**src/rtl/stm1_tx_framer.sv**
```systemverilog
module stm1_tx_framer #(
  parameter int COLS = 270,
  parameter int ROWS = 9,
  parameter int OH_COLS = 10,
  parameter int CELL_LEN = 53,
  parameter logic [7:0] SUPP_BYTE = 8'h00
) (
  input  logic       clk,
  input  logic       rst_n,
  input  logic       byte_en,
  input  logic       suppress,
  input  logic       cell_avail,
  input  logic [7:0] fifo_data,
  output logic       fifo_pop,
  output logic [7:0] line_data,
  output logic       frame_start
);
  localparam int CW = $clog2(COLS);
  localparam int RW = $clog2(ROWS);
  localparam int KW = $clog2(CELL_LEN + 1);

  logic [CW-1:0] col;
  logic [RW-1:0] row;
  logic [KW-1:0] cidx, owe;
  logic          csrc;
  logic [7:0]    oh_byte, idle_byte, nxt_byte;

  wire pay       = col >= CW'(OH_COLS);
  wire cstart    = pay && (cidx == '0);
  wire take      = cstart ? (cell_avail && owe == '0) : csrc;
  wire from_fifo = pay && take;
  wire last_col  = col == CW'(COLS - 1);
  wire last_row  = row == RW'(ROWS - 1);

  assign fifo_pop = byte_en && (owe != '0 || (!suppress && from_fifo));

  always_comb begin
    oh_byte = 8'h00;
    if (row == '0 && col < CW'(3))       oh_byte = 8'hF6;
    else if (row == '0 && col < CW'(6))  oh_byte = 8'h28;
    else if (row == '0 && col == CW'(6)) oh_byte = 8'h01;
    else if (row == RW'(2) && col == CW'(OH_COLS - 1)) oh_byte = 8'h13;
  end

  always_comb begin
    if (cidx == KW'(3))      idle_byte = 8'h01;
    else if (cidx == KW'(4)) idle_byte = 8'h52;
    else if (cidx < KW'(4))  idle_byte = 8'h00;
    else                     idle_byte = 8'h6A;
  end

  assign nxt_byte = !pay ? oh_byte : (from_fifo ? fifo_data : idle_byte);

  always_ff @(posedge clk) begin
    if (!rst_n) begin
      col <= '0;
      row <= '0;
      cidx <= '0;
      owe <= '0;
      csrc <= 1'b0;
      line_data <= 8'h00;
      frame_start <= 1'b0;
    end else begin
      if (suppress && csrc && cidx != '0) owe <= KW'(CELL_LEN) - cidx;
      else if (byte_en && owe != '0)      owe <= owe - 1'b1;

      if (suppress) begin
        col <= '0;
        row <= '0;
        cidx <= '0;
        line_data <= SUPP_BYTE;
        frame_start <= 1'b0;
      end else if (byte_en) begin
        line_data <= nxt_byte;
        frame_start <= (row == '0) && (col == '0);
        col <= last_col ? '0 : col + 1'b1;
        if (last_col) row <= last_row ? '0 : row + 1'b1;
        if (pay) begin
          if (cstart) csrc <= take;
          cidx <= (cidx == KW'(CELL_LEN - 1)) ? '0 : cidx + 1'b1;
        end
      end
    end
  end
endmodule

```
**config.mk**
```make
export PLATFORM = sky130hd
export DESIGN_NAME = stm1_tx_framer
export DESIGN_NICKNAME = d
export VERILOG_FILES = /design/src/rtl/stm1_tx_framer.sv
export SDC_FILE = /design/constraint.sdc
export NUM_CORES = 1
export LEC_CHECK = 0
export CAP_MARGIN = 20
export CORE_ASPECT_RATIO = 0.5
export CORE_MARGIN = 4
export CORE_UTILIZATION = 50
export DETAILED_ROUTE_END_ITERATION = 6
export GPL_ROUTABILITY_DRIVEN = 0
export HOLD_SLACK_MARGIN = 0.15
export PLACE_DENSITY = 0.76
export SYNTH_ARGS = -nofsm -noshare
export SYNTH_HDL_FRONTEND = slang
export SYNTH_SLANG_ARGS = --single-unit
```
**constraint.sdc**
```tcl
create_clock -name clk -period 2.4 [get_ports clk]
set_input_delay 0.48 -clock clk [delete_from_list [all_inputs] [get_ports clk]]
set_output_delay 0.48 -clock clk [all_outputs]
set_load 0.02 [all_outputs]
```
==> results of run 1 <==
[area by class of cell]
class | count | area [um2] | area share (%)
flip-flops and latches | 35 | 701 | 26.4
clock buffers | 6 | 72.6 | 2.74
repair buffers | 55 | 463 | 17.5
well taps | 54 | 67.6 | 2.55
multi-input cells | 199 | 1300 | 49.0
inverters | 13 | 48.8 | 1.84
[worst min-delay path by stage]
stage / to / slack, ns / cells after the start
2_1_floorplan: row[3]$_SDFFE_PP0P_ / 0.50 / 2
3_3_place_gp: frame_start$_SDFFE_PP0P_ / 0.45 / 2
3_5_place_dp: frame_start$_SDFFE_PP0P_ / 0.46 / 2
4_1_cts: frame_start$_SDFFE_PP0P_ / 0.47 / 2
5_1_grt: frame_start$_SDFFE_PP0P_ / 0.50 / 2
6_report: frame_start$_SDFFE_PP0P_ / 0.47 / 2
[metrics by stage]
stage	TNS (ns)	setup slack [ns]	hold slack [ns]
after CTS	0	0.00949	0.474
after floorplan	0	0.246	0.497
after global routing	0	0.0161	0.501
after detailed placement	-0.130	-0.130	0.465
final	0	0.123	0.467
after global placement	-0.122	-0.122	0.449
[cell usage in the layout, fill, tap and decap left out, types with 12 or more instances in the layout]
master	count
dfxtp_1	35
ha_1	14
nor2_1	26
nand2_1	21
a21oi_1	18
clkdlybuf4s50_1	21
o21ai_0	14
nand3_1	13
inv_1	12
buf_4	33
[kinds of logic (layout without fill, tap and decap cells)]
logic type | after synthesis | after routing | synth area share (%)
flip-flops | 35 | 35 | 33.5
adder cells (fa/ha/maj) | 14 | 14 | 8.37
AO/OA/AOI/OAI | 57 | 57 | 17.3
XOR/XNOR | 18 | 18 | 7.54
buffers and inverters | 27 | 74 | 4.96
multiplexers | 6 | 6 | 2.99
AND/OR/NAND/NOR | 104 | 104 | 25.4
[critical path, delay by kind of cell (launching register included)]
family,cells,cell delay (ns)
adders and majority gates,1,0.19
buffers and inverters,1,0.11
DFF,1,0.34
AOI/OAI and AO/OA,4,0.85
and+or+nand+nor,1,0.71
[timing repair]
action | 4_1_cts | 5_1_grt
resized for setup | 1 | 4
endpoints found under the setup margin | 1 | 2
pin swaps | 0 | 0
hold buffers | 0 | 0
buffers inserted | 0 | 0
[state kept, by name (all words and copies together) (netlist names)]
signal / flops
cidx: 6
col: 9
csrc: 1
frame_start: 1
line_data: 8
owe: 6
row: 4
[report_power, final]
| group | internal, W | switching, W | leakage (nW) |
|---|---|---|---|
| combinational | 0.000128 | 0.000127 | 0.765 |
| clock | 0.000193 | 0.000203 | 0.0371 |
| sequential | 0.000597 | 0.00000829 | 0.283 |
| total | 0.000919 | 0.000338 | 1.09 |
[per-layer routing]
metal / track usage, % / up-vias / routed length, um
met5: 0 / - / 0
met4: 5.44 / 0 / 34
met3: 3.88 / 5 / 246
met2: 38.0 / 51 / 2540
met1: 25.2 / 962 / 2330
li1: - / 1021 / -
==> results.yml, run 1 <==
status:
  status: "finished clean"
critical_path:
  startpoint: "row[0]$_SDFFE_PP0P_"
  cp_data_required_time_ns: 2.62
  cp-end-kind: "register"
  cp.arrival_ns: 2.50
  critPathKind: "register to register"
  crit_fanout: 5
  rrSetupSlack_ns: 0.12
  max_stage_delay_ns: 0.71
  cp-start-kind: "register"
  slowest_stage: "or4b_2"
  crit-reg2reg-launch: "row[0]$_SDFFE_PP0P_"
  cp-endpoint: "line_data[1]$_SDFFE_PP0P_"
  r2r-end: "line_data[1]$_SDFFE_PP0P_"
  cpMostUsedCell: "a21oi_1"
  reg2regPathDepth: 7
  path_cells: "inv_1 > ha_1 > or4b_2 > o41ai_2 > a21oi_1 > a21o_1 > a21oi_1"
placement:
  dp.cells: 356
  place_area_um2: 2570
  numPortBuffers: 22
  dp_hpwl_um: 3980
logic_synthesis:
  ys_ff_latch: 35
  synth_nets: 288
  synth_commonest_cells: "35 x dfxtp_1, 26 x nor2_1, 21 x nand2_1"
  ys.flop_type: "dfxtp_1"
  synth_area_um2: 2090
  synth_edf_count: 0
  synthArstFlopShare_pct: 0
  yosys_warnings: 0
  netlist_top_cells_area: "dfxtp_1 33%, ha_1 8.4%, nor2_1 4.7%, xnor2_1 4.6%, a21oi_1 4.3%"
  synth_most_common_cell: "dfxtp_1"
  post_synth_num_cell_types: 43
  synth_top_area_share_pct: 33.5
  syn_inst: 261
  syn_area_per_cell_um2: 8.02
  seq_area_frac_synth_pct: 33.5
  yosysTopAreaCell: "dfxtp_1"
clock_tree:
  clock_sink_count: 35
  cts_tree: "yes"
  cts_inserted_buffers: 5
  cts_max_level: 2
  clkSlewWorstSetupHoldPaths_ns: 0.07
  clk-insertion-delay-late_ns: 0.29
  max-clock-path-buffers: 2
  clock_tree.root_cell: "clkbuf_8"
detailed_routing:
  ant_nets: 0
  drc: 0
  vias_per_cell: 5.63
  wire_per_inst_um: 14.2
  vias: 2039
  drt_wl_total_um: 5150
  drtIter0Drc: 110
  dr.pass1.iters: 4
cells_and_area:
  drive_gt1_share_pct: 14.9
  syn_to_final_growth_pct: 26.8
  fin_cells: 362
  nets: 336
  nFillCells: 324
  fin_util_pct: 66.9
  final_cell_area_um2: 2650
  antenna_cells: 0
sta:
  period_needed_ns: 2.28
  setup_violations: 0
  rsz0062_at_grt: "no"
  finClkSkew_ns: 0.00371
  fmax_ghz: 0.439
  hold_viol: 0
  slew_headroom_pct: 60.1
  period_share_pct: 94.9
  slew_violations: 0
  tightest_slew_ns: 0.593
power:
  power_density_nw_per_um2: 474
  power_w: 0.00126
  p_leak_nw: 1.09
  vdd_ir_drop_max_v: 0.000295
floorplanning:
  die-area_um2: 5350
  dieHeight_um: 53.7
  initial_core_util_pct: 52.8
  fp-row-count: 16
  fp.coreArea_um2: 3960
  die_w_um: 99.5
  boundaryPins: 23
global_routing:
  grt_antenna_before_repair: 0
  grt_usage_pct: 20.5
  grt_pass1_vias: 1959
  grt_pass1_wl_um: 8650
  grt_overflow_total: 0
  grt_max_degree: 19
worst_hold_path:
  hp-start: "frame_start$_SDFFE_PP0P_"
  min_path_type: "register to register"
job:
  max-cap-violations: 0
Power figures use the tool's default switching activity.
==> inputs of run 2 (changes only) <==
Settings changed: TNS_END_PERCENT from default to 1.
Clock period 2.4 ns to 2.95 ns, I/O delays scaled along.
==> results.yml, run 2 (same netlist as run 1, synthesis figures left out) <==
floorplanning:
  fp.coreArea_um2: 3960
  fp-row-count: 16
  initial_core_util_pct: 52.8
  boundaryPins: 23
  die-area_um2: 5350
  die_w_um: 99.5
  dieHeight_um: 53.7
detailed_routing:
  drtIter0Drc: 90
  vias_per_cell: 5.73
  drt_wl_total_um: 4840
  drc: 0
  ant_nets: 0
  wire_per_inst_um: 14.2
  dr.pass1.iters: 4
  vias: 1959
critical_path:
  cp-end-kind: "output pin"
  cp.arrival_ns: 2.25
  rrSetupSlack_ns: 0.55
  cp_data_required_time_ns: 2.36
  critPathKind: "register to output pin"
  cp-start-kind: "register"
  crit_fanout: 4
global_routing:
  grt_max_degree: 26
  grt_pass1_wl_um: 7960
  grt_usage_pct: 18.7
  grt_pass1_vias: 1775
  grt_antenna_before_repair: 0
  grt_overflow_total: 0
clock_tree:
  cts_max_level: 2
  max-clock-path-buffers: 2
  cts_tree: "yes"
  clock_sink_count: 35
  clk-insertion-delay-late_ns: 0.30
  cts_inserted_buffers: 5
  clkSlewWorstSetupHoldPaths_ns: 0.08
  clock_tree.root_cell: "clkbuf_8"
power:
  vdd_ir_drop_max_v: 0.000258
  power_density_nw_per_um2: 412
  p_leak_nw: 0.990
cells_and_area:
  syn_to_final_growth_pct: 20.2
  largest_reg_flops: 9
  mostFrequentLayoutCells: "32 x dfxtp_1, 26 x nor2_1, 22 x clkdlybuf4s50_1"
  final_cell_area_um2: 2510
  drive_gt1_share_pct: 10.1
  antenna_cells: 0
  final_common_cell: "dfxtp_1"
  top_register: "col"
  top_regs: "col (9), line_data (8)"
  nets: 314
sta:
  period_share_pct: 96.3
  tightest_slew_ns: 0.515
  setup_violations: 0
  period_needed_ns: 2.84
  slew_headroom_pct: 65.3
  setup_tns_ns: 0
  rsz0062_at_grt: "no"
  fmax_ghz: 0.352
  finClkSkew_ns: 0.00459
  slew_violations: 0
  hold_viol: 0
placement:
  place_area_um2: 2400
  numPortBuffers: 22
  dp_hpwl_um: 3560
worst_hold_path:
  min_path_type: "register to register"
job:
  max-cap-violations: 0
status:
  status: "finished clean"
[run 2: final cells by class]
cell class	instances	area, um2
Timing Repair Buffer	33	303
Clock buffer	5	68.8
Sequential cell	35	704
Multi-Input combinational cell	199	1310
Tap cell	54	67.6
Clock inverter	3	15.0
Fill cell	344	1450
Inverter	13	48.8
[run 2: layer usage]
| metal | share of wire (%) | up-vias | GRT usage [%] |
|---|---|---|---|
| li1 | - | 980 | - |
| met1 | 47 | 941 | 22.8 |
| met2 | 48 | 31 | 33.1 |
| met3 | 3.8 | 7 | 4.40 |
| met4 | 1.3 | 0 | 6.58 |
| met5 | 0 | - | 0 |
[run 2: what timing repair did]
item	4_1_cts	5_1_grt
setup buffers	0	1
hold buffers	0	0
pin swaps	0	1
gates cloned	0	0
resized for setup	1	5
endpoints found under the setup margin	1	1
[run 2: worst max-delay path: stages, from the launching register on]
cell             delay (ns)
dfxtp_1                0.35
nor4_2                 0.39
and3_1                 0.26
mux2_2                 0.18
a31oi_1                0.08
nor2_1                 0.09
clkdlybuf4s50_1        0.61
[run 2: worst paths after layout]
kind | start | end | depth (start not counted)
setup / recovery | owe[2]$_SDFFE_PN0P_ | fifo_pop | 6
setup reg to reg | col[4]$_SDFFE_PP0P_ | line_data[0]$_SDFFE_PP0P_ | 5
hold reg to reg | frame_start$_SDFFE_PP0P_ | frame_start$_SDFFE_PP0P_ | 2
hold / removal | frame_start$_SDFFE_PP0P_ | frame_start$_SDFFE_PP0P_ | 2
[run 2: metrics by stage]
step           hold WS (ns)  power, W  utilization, %  cells  worst slack [ns]
5_1_grt               0.505   0.00109            63.4    342            0.0181
2_1_floorplan         0.497  0.000628               -    261             0.690
4_1_cts               0.479   0.00104            62.8    341            0.0110
3_5_place_dp          0.461  0.000695            60.5    333             0.151
6_report              0.476   0.00104            63.4    342             0.110
3_3_place_gp          0.452  0.000689            60.5    333             0.203
[run 2: report_power, final]
group	switching (W)	internal, W
Clock	0.000187	0.000162
Combinational	0.0000946	0.0000943
Sequential	0.0000118	0.000486
==> inputs of run 3 (changes only) <==
Settings changed: ABC_CLOCK_PERIOD_IN_PS from default to 2950.
==> results of run 3 <==
No change in the layout: final DEF, timing and power equal those of run 2.
